**config.mk**
```make
export PLATFORM = sky130hd
export DESIGN_NAME = lvt_timer
export DESIGN_NICKNAME = d
export VERILOG_FILES = /design/src/rtl/lvt_timer_pkg.sv /design/src/rtl/lvt_timer_regs.sv /design/src/rtl/lvt_timer_prescale.sv /design/src/rtl/lvt_timer_core.sv /design/src/rtl/lvt_timer.sv
export SDC_FILE = /design/constraint.sdc
export NUM_CORES = 1
export LEC_CHECK = 0
export ABC_CLOCK_PERIOD_IN_PS = 5600
export CELL_PAD_IN_SITES_DETAIL_PLACEMENT = 1
export CELL_PAD_IN_SITES_GLOBAL_PLACEMENT = 2
export CORE_AREA = 5 5 137 152
export CTS_CLUSTER_DIAMETER = 60
export CTS_CLUSTER_SIZE = 8
export DETAILED_ROUTE_END_ITERATION = 8
export DIE_AREA = 0 0 142 157
export GPL_TIMING_DRIVEN = 0
export PLACE_DENSITY_LB_ADDON = 0.25
export SLEW_MARGIN = 15
export SYNTH_ARGS = -nofsm -noshare
export SYNTH_HDL_FRONTEND = slang
export SYNTH_SLANG_ARGS = --single-unit
```
**constraint.sdc**
```tcl
create_clock -name clk -period 5.6 [get_ports clk]
set_input_delay 0.56 -clock clk [delete_from_list [all_inputs] [get_ports clk]]
set_output_delay 0.56 -clock clk [all_outputs]
set_load 0.02 [all_outputs]
```
**src/rtl/lvt_timer_pkg.sv**
```systemverilog
package lvt_timer_pkg;
  localparam int REG_AW   = 2;
  localparam int VEC_W    = 8;
  localparam int MASK_BIT = 16;
  localparam int PER_BIT  = 17;
  localparam int SHIFT_W  = 3;
  localparam int PRE_W    = 7;

  localparam logic [REG_AW-1:0] SEL_LVT  = 2'd0;
  localparam logic [REG_AW-1:0] SEL_DIV  = 2'd1;
  localparam logic [REG_AW-1:0] SEL_INIT = 2'd2;
  localparam logic [REG_AW-1:0] SEL_CUR  = 2'd3;

  function automatic logic [SHIFT_W-1:0] div_shift(input logic [2:0] code);
    return (code == 3'b111) ? '0 : SHIFT_W'(code + 3'd1);
  endfunction
endpackage

```
**src/rtl/lvt_timer_regs.sv**
```systemverilog
module lvt_timer_regs
  import lvt_timer_pkg::*;
#(
  parameter int DATA_W = 32
) (
  input  logic                clk,
  input  logic                rst_n,
  input  logic                wr_en,
  input  logic [REG_AW-1:0]   addr,
  input  logic [DATA_W-1:0]   wdata,
  input  logic [DATA_W-1:0]   cur_cnt,
  output logic [DATA_W-1:0]   rdata,
  output logic [VEC_W-1:0]    lvt_vec,
  output logic                lvt_mask,
  output logic                lvt_per,
  output logic [SHIFT_W-1:0]  shift,
  output logic [DATA_W-1:0]   init_val,
  output logic                load
);
  logic [VEC_W-1:0]  vec_q, vec_d;
  logic              mask_q, mask_d, per_q, per_d;
  logic [2:0]        code_q, code_d;
  logic [DATA_W-1:0] init_q, init_d;
  logic              lvt_we, div_we;

  assign lvt_we = wr_en && (addr == SEL_LVT);
  assign div_we = wr_en && (addr == SEL_DIV);
  assign load   = wr_en && (addr == SEL_INIT);

  always_comb begin
    vec_d  = vec_q;
    mask_d = mask_q;
    per_d  = per_q;
    code_d = code_q;
    init_d = init_q;
    if (lvt_we) begin
      vec_d  = wdata[VEC_W-1:0];
      mask_d = wdata[MASK_BIT];
      per_d  = wdata[PER_BIT];
    end
    if (div_we) code_d = {wdata[3], wdata[1:0]};
    if (load)   init_d = wdata;
  end

  always_ff @(posedge clk or negedge rst_n) begin
    if (!rst_n) begin
      vec_q  <= '0;
      mask_q <= 1'b1;
      per_q  <= 1'b0;
      code_q <= '0;
      init_q <= '0;
    end else begin
      vec_q  <= vec_d;
      mask_q <= mask_d;
      per_q  <= per_d;
      code_q <= code_d;
      init_q <= init_d;
    end
  end

  always_comb begin
    rdata = '0;
    case (addr)
      SEL_LVT: begin
        rdata[VEC_W-1:0] = vec_q;
        rdata[MASK_BIT]  = mask_q;
        rdata[PER_BIT]   = per_q;
      end
      SEL_DIV: begin
        rdata[3]   = code_q[2];
        rdata[1:0] = code_q[1:0];
      end
      SEL_INIT: rdata = init_q;
      default:  rdata = cur_cnt;
    endcase
  end

  assign lvt_vec  = vec_q;
  assign lvt_mask = mask_q;
  assign lvt_per  = per_q;
  assign shift    = div_shift(code_q);
  assign init_val = init_q;
endmodule

```
**src/rtl/lvt_timer_prescale.sv**
```systemverilog
module lvt_timer_prescale
  import lvt_timer_pkg::*;
(
  input  logic               clk,
  input  logic               rst_n,
  input  logic               load,
  input  logic [SHIFT_W-1:0] shift,
  output logic               tick
);
  logic [PRE_W-1:0] pre_q, pre_d, sel_mask;

  assign sel_mask = ~({PRE_W{1'b1}} << shift);
  assign tick     = ((pre_q & sel_mask) == sel_mask);

  always_comb begin
    pre_d = load ? '0 : pre_q + 1'b1;
  end

  always_ff @(posedge clk or negedge rst_n) begin
    if (!rst_n) pre_q <= '0;
    else        pre_q <= pre_d;
  end
endmodule

```
**src/rtl/lvt_timer_core.sv**
```systemverilog
module lvt_timer_core
  import lvt_timer_pkg::*;
#(
  parameter int DATA_W = 32
) (
  input  logic              clk,
  input  logic              rst_n,
  input  logic              tick,
  input  logic              load,
  input  logic [DATA_W-1:0] load_val,
  input  logic [DATA_W-1:0] init_val,
  input  logic              per,
  input  logic              mask,
  input  logic [VEC_W-1:0]  vec,
  output logic [DATA_W-1:0] cur_cnt,
  output logic              armed,
  output logic              irq,
  output logic [VEC_W-1:0]  irq_vec
);
  logic [DATA_W-1:0] cnt_q, cnt_d;
  logic              armed_q, armed_d, irq_q, irq_d, fire;
  logic [VEC_W-1:0]  ivec_q, ivec_d;

  assign fire = tick && (cnt_q == '0) && armed_q && !load;

  always_comb begin
    cnt_d   = cnt_q;
    armed_d = armed_q;
    if (load) begin
      cnt_d   = load_val;
      armed_d = |load_val;
    end else begin
      if (tick) begin
        if (cnt_q == '0) cnt_d = per ? init_val : '0;
        else             cnt_d = cnt_q - 1'b1;
      end
      if (fire && !per) armed_d = 1'b0;
    end
    irq_d  = fire && !mask;
    ivec_d = fire ? vec : ivec_q;
  end

  always_ff @(posedge clk or negedge rst_n) begin
    if (!rst_n) begin
      cnt_q   <= '0;
      armed_q <= 1'b0;
      irq_q   <= 1'b0;
      ivec_q  <= '0;
    end else begin
      cnt_q   <= cnt_d;
      armed_q <= armed_d;
      irq_q   <= irq_d;
      ivec_q  <= ivec_d;
    end
  end

  assign cur_cnt = cnt_q;
  assign armed   = armed_q;
  assign irq     = irq_q;
  assign irq_vec = ivec_q;
endmodule

```
**src/rtl/lvt_timer.sv**
```systemverilog
module lvt_timer
  import lvt_timer_pkg::*;
#(
  parameter int DATA_W = 32
) (
  input  logic              clk,
  input  logic              rst_n,
  input  logic              wr_en,
  input  logic [1:0]        addr,
  input  logic [DATA_W-1:0] wdata,
  output logic [DATA_W-1:0] rdata,
  output logic              irq_o,
  output logic [7:0]        irq_vec_o
);
  logic [1:0]         rsync_q;
  logic               rst_int_n;
  logic [VEC_W-1:0]   lvt_vec;
  logic               lvt_mask, lvt_per, load, tick, armed;
  logic [SHIFT_W-1:0] shift;
  logic [DATA_W-1:0]  init_val, cur_cnt;

  always_ff @(posedge clk or negedge rst_n) begin
    if (!rst_n) rsync_q <= '0;
    else        rsync_q <= {rsync_q[0], 1'b1};
  end
  assign rst_int_n = rsync_q[1];

  lvt_timer_regs #(.DATA_W(DATA_W)) u_regs (
    .clk(clk), .rst_n(rst_int_n), .wr_en(wr_en), .addr(addr),
    .wdata(wdata), .cur_cnt(cur_cnt), .rdata(rdata),
    .lvt_vec(lvt_vec), .lvt_mask(lvt_mask), .lvt_per(lvt_per),
    .shift(shift), .init_val(init_val), .load(load)
  );

  lvt_timer_prescale u_pre (
    .clk(clk), .rst_n(rst_int_n), .load(load), .shift(shift), .tick(tick)
  );

  lvt_timer_core #(.DATA_W(DATA_W)) u_core (
    .clk(clk), .rst_n(rst_int_n), .tick(tick), .load(load),
    .load_val(wdata), .init_val(init_val), .per(lvt_per), .mask(lvt_mask),
    .vec(lvt_vec), .cur_cnt(cur_cnt), .armed(armed),
    .irq(irq_o), .irq_vec(irq_vec_o)
  );
endmodule

```
==> summary.txt, run 1 <==
Routing
  • Pre-Repair DR Iteration Count: 4
  • Post-Route WL: roughly 21 mm
  • Total number of vias: roughly 5,200
  • Vias per std cell: around 5.4
  • Initial drt markers: ~270
  • WL per Instance: approximately 22 um
  • Post-route ant nets: 0
  • Drt drc: 0

Setup path
  • Worst-path cell chain: ha_1 -> inv_1 -> ha_1 -> nor2b_1 -> o221ai_1 -> nor4_4 -> buf_2 -> o21ai_0 -> o211ai_1
  • CP Capture Type: flip-flop
  • Most common cell on crit path: ha_1
  • Worst path max stage delay: 0.66 ns
  • Required @ worst endpoint: between 5 and 6 ns
  • Critical path class: reg -> reg
  • Max FO, Critical Path: 10
  • Crit path launch type: flip-flop
  • Critical path arrival: roughly 3.4 ns
  • Slowest cell on crit path: nor4_4

Placement
  • Placer Congestion: 0.819
  • PortBufs: between 70 and 80
  • DP Area: 6720 um2
  • Placed Instances: between 900 and 1,000
  • Setup WS pre-CTS: about 1.8 ns
  • Final HPWL DP: 15.4 mm

Clock network
  • Post-CTS sizing: 0
  • Clock buffer depth: 2
  • Num CTS Buffers: 9
  • Postcts setup bufs: 0
  • CTS sink count: between 90 and 100
  • H-tree depth: 3
  • CTS clk-pin slew, worst paths: approximately 0.080 ns
  • Root buffer cell: clkbuf_16
  • TritonCTS clock tree: built
  • Clk_lat worst skew: between 0.3 and 0.4 ns
  • Cts-stage hold buffer count: 0

Power and ir drop
  • Internal power: approximately 1.6 mW
  • Clk network pwr share: 23.3%
  • Total power: 2.68 mW
  • Worst IR Drop VDD: between 0.2 and 0.25 mV
  • Combinational Power Share: a little over a third
  • Switching share of power: about two fifths
  • Seq pwr share: between 40 and 50%
  • P_leak: approximately 2.9 nW
  • Net Switching: 1.07 mW
  • P per Cell Area: 383 nW/um2

Timing
  • Setup Skew: a little under 0.01 ns
  • Worst rel slew slack: between 30% and 40%
  • Slew Limit Fails: 0
  • Final-report setup violation count: 0
  • Final Hold Vio Count: 0
  • Worst setup margin: between 2 and 2.5 ns
  • Minimum clock period: 3.16 ns
  • Setup TNS: 0 ns
  • Worst-Margin Slew: about 1 ns
  • Maximum clock rate: 317 MHz
  • RSZ-0062 raised after global routing: false
  • WHS: ~0.35 ns
  • Period Utilization, post-route: roughly 56%

Global routing
  • Antenna violations before repair: 0
  • GR Overflow Total: 0
  • Total GRT Usage: 19.1%
  • Met1 Resource Use GR: 24.5%
  • Largest net degree at the start of global routing: 52
  • Met2 Usage GRT: 32.8%
  • GR Layer Usage met3: around 2.2%
  • Vias in the first global route: roughly 5,600
  • Most Crowded Layer GR: met2
  • First-pass GRT wire length: 32.8 mm

Final layout
  • Layout cells sized above 1: just over 10%
  • Area Overhead vs Synth: 24.6%
  • Final Cell Area: roughly 7000 um2
  • Antenna cell count: 0
  • Commonest cells after routing, fill and taps aside: nand2_1 (112), dfrtp_1 (94), clkdlybuf4s50_1 (75)
  • Fin nets: roughly 750
  • Most common cell after layout, fill and taps aside: nand2_1
  • Core Util, Final: 37.0%
  • Final cell count without fillers: 954

Synthesis
  • Number of synthesis warnings: 0
  • Post-synth ARST share: 100%
  • Mean post-synth cell area: 9.15 um2
  • Synthesized cell area: ~5600 um2
  • Register area share after synthesis: a little over two fifths
  • Count of state elements after synthesis: 96
  • Post-synth EDFFs: 0
  • Post-Syn Instances: a little over 600
  • Post-synth top flop: dfrtp_1
  • Post-Syn Nets: ~660
  • Synth cell types: 61

Min path
  • HP Class: in -> async

Floorplanning
  • Ports: 78
  • Die Width: between 100 and 150 um
  • Starting density of the core: between 20% and 30%
  • Die area: 22,300 um2
  • Die height: between 150 and 200 um
  • CORE AREA: 19,000 um2
  • Std-Cell Rows: 53

Run status
  • Status: completed

Flow run
  • Max_cap viols: 0
-- critical path, delay by kind of cell, from the launching register on --
family | cells | cell delay (ns)
DFF | 1 | 0.40
buffers and inverters | 2 | 0.47
AOI/OAI and AO/OA | 3 | 0.90
and+or+nand+nor | 2 | 0.80
adders and majority gates | 2 | 0.50
-- kinds of logic (layout without fill, tap and decap cells) --
family / count (synthesis) / in the layout / synth area share (%)
and+or+nand+nor: 270 / 270 / 23.6
AOI/OAI and AO/OA: 117 / 117 / 14.3
DFF: 96 / 96 / 42.7
muxes: 53 / 53 / 10.7
buffers and inverters: 47 / 139 / 3.31
xor gates and xnor gates: 24 / 24 / 3.74
adders and majority gates: 7 / 7 / 1.56
other: 1 / 1 / 0.0666
-- sequential cells by signal (all words and copies together) (netlist names) --
signal	flops
rsync_q	2
u_core.armed	1
u_core.cur_cnt	32
u_core.irq	1
u_core.irq_vec	8
u_pre.pre_q	7
u_regs.code_q	3
u_regs.init_val	32
u_regs.lvt_mask	1
u_regs.lvt_per	1
u_regs.lvt_vec	8
-- final timing paths --
path | startpoint | endpoint | slack (ns) | cells after the start
max reg2reg | u_regs.code_q[1] | u_core.cur_cnt[12] | 2.44 | 9
min in group clk | rsync_q[0] | rsync_q[1] | 0.36 | 0
min reg2reg | rsync_q[0] | rsync_q[1] | 0.36 | 0
min | rst_n | rsync_q[1] | 0.35 | 1
max | u_regs.code_q[1] | u_core.cur_cnt[12] | 2.44 | 9
max in group asynchronous | rsync_q[1] | u_regs.lvt_mask | 4.47 | 1
-- routing by layer --
| layer | part of all wire [%] | routed length [um] |
|---|---|---|
| met1 | 44 | 9370 |
| met3 | 3.4 | 708 |
| met2 | 49 | 10400 |
| met5 | 0 | 0 |
| met4 | 3.1 | 649 |
-- cell type report --
cell class / count / area (um2)
sequential: 96 / 2410
fill: 2233 / 12000
tap: 247 / 309
clock inverter: 7 / 60.1
timing repair buffer: 76 / 778
buffer: 40 / 160
clock buffer: 9 / 225
inverter: 7 / 26.3
multi-input combinational: 472 / 3050
-- power by group through the flow --
stage               Combinational [mW]  Clock [mW]  Sequential, mW
floorplan                        0.657           0            1.02
global placement                 0.941           0            1.08
detailed placement               0.979           0            1.09
CTS                              0.985       0.639            1.08
global route                      1.08       0.669            1.11
finish                           0.983       0.625            1.08
-- cell usage after synthesis (8+ instances only) --
library cell	n	area share, %
xnor2_1	14	2.2
nand4_1	8	0.89
o21ai_0	21	1.9
nand3_1	11	0.98
a22oi_1	15	2.0
nand2_1	112	7.5
mux2i_1	22	3.9
clkbuf_1	26	1.7
nor3_1	16	1.4
a21oi_1	14	1.2
nor2_1	47	3.1
nor2b_1	23	2.6
a31oi_1	13	1.4
xor2_1	10	1.6
nor4_1	18	2.0
buf_2	8	0.71
a22o_1	8	1.2
dfrtp_1	95	42
mux2_2	28	5.6
Power figures use the tool's default switching activity.
==> run 2, diff against run 1 <==
--- a/config.mk
+++ b/config.mk
@@ -5,7 +5,7 @@
 export SDC_FILE = /design/constraint.sdc
 export NUM_CORES = 1
 export LEC_CHECK = 0
-export ABC_CLOCK_PERIOD_IN_PS = 5600
+export ABC_CLOCK_PERIOD_IN_PS = 2550
 export CELL_PAD_IN_SITES_DETAIL_PLACEMENT = 1
 export CELL_PAD_IN_SITES_GLOBAL_PLACEMENT = 2
 export CORE_AREA = 5 5 137 152
==> constraint.sdc (replaced) <==
create_clock -name clk -period 2.55 [get_ports clk]
set_input_delay 0.255 -clock clk [delete_from_list [all_inputs] [get_ports clk]]
set_output_delay 0.255 -clock clk [all_outputs]
set_load 0.02 [all_outputs]
==> summary.txt, run 2 (same netlist as run 1, synthesis figures left out) <==
Run status
  • Status: complete, but fails checks
  • Failing checks: negative setup slack

Clock network
  • Root buffer cell: clkbuf_16
  • Cts-stage hold buffer count: 0 (unchanged)
  • CTS sink count: 96 (unchanged)
  • H-tree depth: 3 (unchanged)
  • Clock buffer depth: 2 (unchanged)
  • Clk_lat worst skew: 0.36 ns (about the same)
  • Num CTS Buffers: 9 (unchanged)
  • CTS clk-pin slew, worst paths: 0.07 ns (about the same)
  • TritonCTS clock tree: built

Routing
  • Pre-Repair DR Iteration Count: 5 (+1)
  • Total number of vias: 5,316 (+3.2%)
  • Drt drc: 0 (unchanged)
  • Initial drt markers: 245 (-9.6%)
  • Vias per std cell: 5.42 (+0.45%)
  • Post-route ant nets: 0 (unchanged)
  • WL per Instance: 22.5 um (+1.6%)
  • Post-Route WL: 22.0 mm (+4.3%)

Timing
  • Maximum clock rate: 391 MHz (+24%)
  • Period Utilization, post-route: 100% (+44 points)
  • Worst rel slew slack: 48.1% (+15 points)
  • Final-report setup violation count: 7 (+7)
  • Minimum clock period: 2.55 ns (-0.604 ns)
  • RSZ-0062 raised after global routing: true
  • Final Hold Vio Count: 0 (unchanged)
  • Worst setup margin: -0.00431 ns (-2.45 ns)
  • Setup Skew: 0.00650 ns (-0.00314 ns)
  • Slew Limit Fails: 0 (unchanged)
  • Setup TNS: -0.0151 ns (-0.0151 ns)
  • Worst-Margin Slew: 0.778 ns (-0.225 ns)
  • WHS: 0.0522 ns (-0.299 ns)

Placement
  • Placed Instances: 938 (unchanged)
  • PortBufs: 75 (unchanged)
  • Final HPWL DP: 15.5 mm (+0.76%)
  • Placer Congestion: 0.811 (-0.95%)

Final layout
  • Commonest cells after routing, fill and taps aside: nand2_1 (111), dfrtp_1 (91), clkdlybuf4s50_1 (75)
  • Most common cell after layout, fill and taps aside: nand2_1
  • Core Util, Final: 39.6% (+2.6 points)
  • Antenna cell count: 0 (unchanged)
  • Area Overhead vs Synth: 33.5%
  • Fill count: 2,204 (-1.3%)
  • Final cell count without fillers: 980 (+2.7%)
  • Layout cells sized above 1: 19.2% (+8.9 points)
  • Fin nets: 772 (+3.5%)

Floorplanning
  • Std-Cell Rows: 53 (unchanged)
  • CORE AREA: 19,000 um2 (unchanged)
  • Die area: 22,300 um2 (unchanged)
  • Die Width: 142 um (unchanged)
  • Starting density of the core: 29.7% (unchanged)
  • Ports: 78 (unchanged)
  • Die height: 157 um (unchanged)

Global routing
  • First-pass GRT wire length: 33.8 mm (+3.0%)
  • GR Overflow Total: 0 (unchanged)
  • Total GRT Usage: 19.7% (+0.60 points)
  • Largest net degree at the start of global routing: 52 (unchanged)
  • Vias in the first global route: 5,660 (+0.43%)
  • Antenna violations before repair: 0 (unchanged)

Setup path
  • Max FO, Critical Path: 8 (-2)
  • Critical path class: reg -> reg
  • Required @ worst endpoint: 2.79 ns (-3.08 ns)
  • CP Capture Type: flip-flop
  • Critical path arrival: 2.80 ns (-0.63 ns)
  • Crit path launch type: flip-flop

Power and ir drop
  • P_leak: 3.12 nW (+8.6%)
  • Worst IR Drop VDD: 0.356 mV (+68%)
  • P per Cell Area: 842 nW/um2 (+120%)

Flow run
  • Max_cap viols: 0 (unchanged)

Min path
  • HP Class: in -> async
-- run 2: cell types whose count changed in the layout (fill, tap and decap cells not counted), sizes merged --
cell / before / now
buf: 15 / 41
inv: 11 / 7
clkbuf: 35 / 37
bufinv: 0 / 1
clkdlybuf4s15: 0 / 1
clkinv: 3 / 2
clkinvlp: 0 / 1
-- run 2: repair_timing --
action	4_1_cts	5_1_grt
gates resized for setup	44	30
pin swaps	9	10
setup endpoints to repair	75	68
buffers inserted	17	9
gates cloned	1	1
-- run 2: area by class of cell --
class | instances | area [um2] | share of cell area (%)
multi-input combinational | 472 | 3250 | 43.2
sequential | 96 | 2410 | 32.1
timing repair buffer | 104 | 1000 | 13.4
tap | 247 | 309 | 4.11
clock buffer | 12 | 267 | 3.55
buffer | 38 | 198 | 2.63
clock inverter | 4 | 51.3 | 0.683
inverter | 7 | 26.3 | 0.350
-- run 2: worst paths after layout --
kind,slack [ns],start,to,cells after the start
max,-0.004,u_core.cur_cnt[5],u_core.irq_vec[4],6
min,0.05,rst_n,rsync_q[1],1
max reg2reg,-0.004,u_core.cur_cnt[5],u_core.irq_vec[4],6
min reg2reg,0.36,rsync_q[0],rsync_q[1],0
max in group asynchronous,1.42,rsync_q[1],u_regs.lvt_mask,1
min in group clk,0.36,rsync_q[0],rsync_q[1],0
-- run 2: worst max-delay path, stage by stage (launching register included) --
cell and delay [ns]:
dfrtp_2 0.46, or4_4 0.57, or3_4 0.40, nor4_4 0.31
buf_6 0.19, nand3_4 0.18, mux2_2 0.32
-- run 2: stage by stage --
stage | power, mW | cell area (um2) | setup slack (ns)
2_1_floorplan | 3.69 | 5630 | 0.0786
3_3_place_gp | 4.44 | 6690 | -0.897
3_5_place_dp | 4.55 | 6720 | -0.932
4_1_cts | 6.19 | 7340 | -0.00562
5_1_grt | 6.69 | 7510 | -0.0823
6_report | 6.33 | 7510 | -0.00431
-- run 2: power by group --
group | switching (mW) | total, mW | internal [mW] | leakage [nW]
sequential | 0.527 | 2.43 | 1.90 | 1.16
combinational | 1.29 | 2.42 | 1.13 | 1.80
clock | 0.638 | 1.48 | 0.842 | 0.155
total | 2.45 | 6.33 | 3.87 | 3.12
-- run 2: per-layer routing --
layer,vias to the layer above,routed length [um],GRT usage [%]
li1,2424,-,-
met1,2725,9590,24.8
met2,125,11100,34.6
met3,42,674,2.43
met4,0,663,7.54
met5,-,0,0
==> run 3, diff against run 2 <==
--- a/config.mk
+++ b/config.mk
@@ -8,14 +8,14 @@
 export ABC_CLOCK_PERIOD_IN_PS = 2550
 export CELL_PAD_IN_SITES_DETAIL_PLACEMENT = 1
 export CELL_PAD_IN_SITES_GLOBAL_PLACEMENT = 2
-export CORE_AREA = 5 5 137 152
+export CORE_AREA = 2 2 134 149
 export CTS_CLUSTER_DIAMETER = 60
 export CTS_CLUSTER_SIZE = 8
 export DETAILED_ROUTE_END_ITERATION = 8
-export DIE_AREA = 0 0 142 157
+export DIE_AREA = 0 0 136 151
 export GPL_TIMING_DRIVEN = 0
 export PLACE_DENSITY_LB_ADDON = 0.25
-export SLEW_MARGIN = 15
+export SLEW_MARGIN = 30
 export SYNTH_ARGS = -nofsm -noshare
 export SYNTH_HDL_FRONTEND = slang
 export SYNTH_SLANG_ARGS = --single-unit
==> summary.txt, run 3 (same netlist as run 1, synthesis figures left out) <==
Timing
  • Final-report setup violation count: 0 (-7)
  • Slew Limit Fails: 0 (unchanged)
  • Period Utilization, post-route: 96.6% (-3.6 points)
  • Minimum clock period: 2.46 ns (-0.0914 ns)
  • Final Hold Vio Count: 0 (unchanged)
  • Worst rel slew slack: 51.1% (+3.0 points)
  • Worst setup margin: 0.0870 ns (+0.0914 ns)
  • Maximum clock rate: 406 MHz (+3.7%)
  • Setup Skew: 0.00955 ns (+0.00305 ns)
  • Worst-Margin Slew: 0.733 ns (-0.0450 ns)
  • RSZ-0062 raised after global routing: true

Routing
  • Vias per std cell: 5.39 (-0.62%)
  • Drt drc: 0 (unchanged)
  • Post-Route WL: 21.7 mm (-1.3%)
  • WL per Instance: 22.2 um (-1.1%)
  • Initial drt markers: 328 (+34%)
  • Pre-Repair DR Iteration Count: 4 (-1)
  • Post-route ant nets: 0 (unchanged)
  • Total number of vias: 5,272 (-0.83%)

Final layout
  • Commonest cells after routing, fill and taps aside: nand2_1 (111), dfrtp_1 (89), clkdlybuf4s50_1 (75)
  • Final cell count without fillers: 978 (-0.20%)
  • Multi-input gate area: 3250 um2 (about the same)
  • Fill count: 2,213 (+0.41%)
  • Area Overhead vs Synth: 33.3%
  • Layout cells sized above 1: 19.2% (-0.084 points)
  • Fin nets: 770 (-0.26%)
  • Antenna cell count: 0 (unchanged)
  • Core Util, Final: 39.5% (-0.066 points)
  • Most common cell after layout, fill and taps aside: nand2_1
  • Sequential Area: 2410 um2 (+0.10%)
  • Final Cell Area: 7500 um2 (-0.17%)

Setup path
  • Critical path class: reg -> reg
  • Crit path from: u_core.cur_cnt[6]
  • Crit path launch type: flip-flop
  • Critical path arrival: 2.70 ns (-0.10 ns)
  • Worst R2R Start: u_core.cur_cnt[6]
  • R2r setup slk: 0.09 ns (+0.09 ns)
  • Max FO, Critical Path: 8 (unchanged)
  • R2R depth: 6 (unchanged)
  • Required @ worst endpoint: 2.79 ns (about the same)
  • CP Capture Type: flip-flop
  • Reg2reg end: u_core.irq_vec[5]

Global routing
  • Total GRT Usage: 21.9% (+2.1 points)
  • Antenna violations before repair: 0 (unchanged)
  • GR Overflow Total: 0 (unchanged)
  • Largest net degree at the start of global routing: 42 (-19%)
  • Vias in the first global route: 5,692 (+0.57%)
  • First-pass GRT wire length: 33.5 mm (-0.72%)

Floorplanning
  • Die area: 20,500 um2 (-7.9%)
  • CORE AREA: 19,000 um2 (unchanged)
  • Die Width: 136 um (-4.2%)
  • Ports: 78 (unchanged)
  • Std-Cell Rows: 53 (unchanged)
  • Starting density of the core: 29.7% (unchanged)
  • Die height: 151 um (-3.8%)

Power and ir drop
  • P_leak: 3.08 nW (-1.2%)
  • Worst IR Drop VDD: 0.402 mV (+13%)
  • P per Cell Area: 839 nW/um2 (-0.35%)

Clock network
  • CTS sink count: 96 (unchanged)
  • Clk_lat worst skew: 0.36 ns (about the same)
  • TritonCTS clock tree: built
  • Clock buffer depth: 2 (unchanged)
  • Root buffer cell: clkbuf_16
  • H-tree depth: 3 (unchanged)
  • CTS clk-pin slew, worst paths: 0.07 ns (about the same)
  • Num CTS Buffers: 9 (unchanged)

Placement
  • PortBufs: 75 (unchanged)
  • Placed Instances: 939 (+0.11%)
  • DP Area: 6750 um2 (+0.43%)
  • Final HPWL DP: 15.3 mm (-1.7%)
  • Placer Congestion: 0.838 (+3.2%)
  • Setup WS pre-CTS: -0.599 ns (+0.333 ns)

Min path
  • HP Class: in -> async

Flow run
  • Max_cap viols: 0 (unchanged)

Run status
  • Status: completed
run 3: changes by cell type in the layout (fill, tap and decap cells not counted), moves of 2 or more:
cell / before / now
clkbuf_1: 14 / 18
clkbuf_2: 11 / 8
buf_4: 26 / 24
dfrtp_1: 91 / 89
dfrtp_2: 3 / 5
o21ai_1: 2 / 4
or3_1: 6 / 4
or3_4: 1 / 3
run 3: what timing repair did:
action | CTS | global route
resized for setup | 41 | 43
pin swaps | 7 | 12
setup buffers | 13 | 11
hold buffers | 0 | 0
endpoints found under the setup margin | 67 | 61
gates cloned | 1 | 0
run 3: cell type report:
cell class,instances,share of cell area (%)
repair buffers,102,13.3
inverters,7,0.350
clock inverters,2,0.501
flip-flops and latches,96,32.2
well taps,247,4.12
plain buffers,38,2.70
clock buffers,14,3.52
multi-input cells,472,43.3
run 3: worst max path at each step:
| stage | to | cells after the start |
|---|---|---|
| 2_1_floorplan | u_core.cur_cnt[27] | 9 |
| 3_3_place_gp | u_core.cur_cnt[10] | 7 |
| 3_5_place_dp | u_core.cur_cnt[12] | 7 |
| 4_1_cts | u_regs.init_val[27] | 7 |
| 5_1_grt | u_core.cur_cnt[21] | 7 |
| 6_report | u_core.irq_vec[5] | 6 |
run 3: power breakdown:
group | switching (mW) | total [mW] | internal [mW]
clock network | 0.609 | 1.43 | 0.817
logic | 1.31 | 2.45 | 1.15
registers | 0.508 | 2.41 | 1.91
run 3: worst max-delay path, stage by stage, from the launching register on:
cell     delay, ns
dfrtp_2       0.43
or4_4         0.56
or3_4         0.39
nor4_4        0.27
buf_6         0.19
nand3_4       0.18
mux2_2        0.32
run 3: metal layers:
metal	vias to the layer above	track usage [%]	wire (um)
li1	2430	-	-
met1	2698	27.5	9390
met2	120	38.3	11000
met3	24	3.45	867
met4	0	7.14	492
met5	-	0	0
run 3: stage by stage:
step / setup TNS, ns / power (mW) / hold slack (ns)
2_1_floorplan: 0 / 3.69 / -0.0406
3_3_place_gp: -32.97 / 4.44 / 0.337
3_5_place_dp: -28.43 / 4.55 / 0.214
4_1_cts: 0 / 6.09 / 0.0491
5_1_grt: -0.189 / 6.68 / 0.0495
6_report: 0 / 6.29 / 0.0554
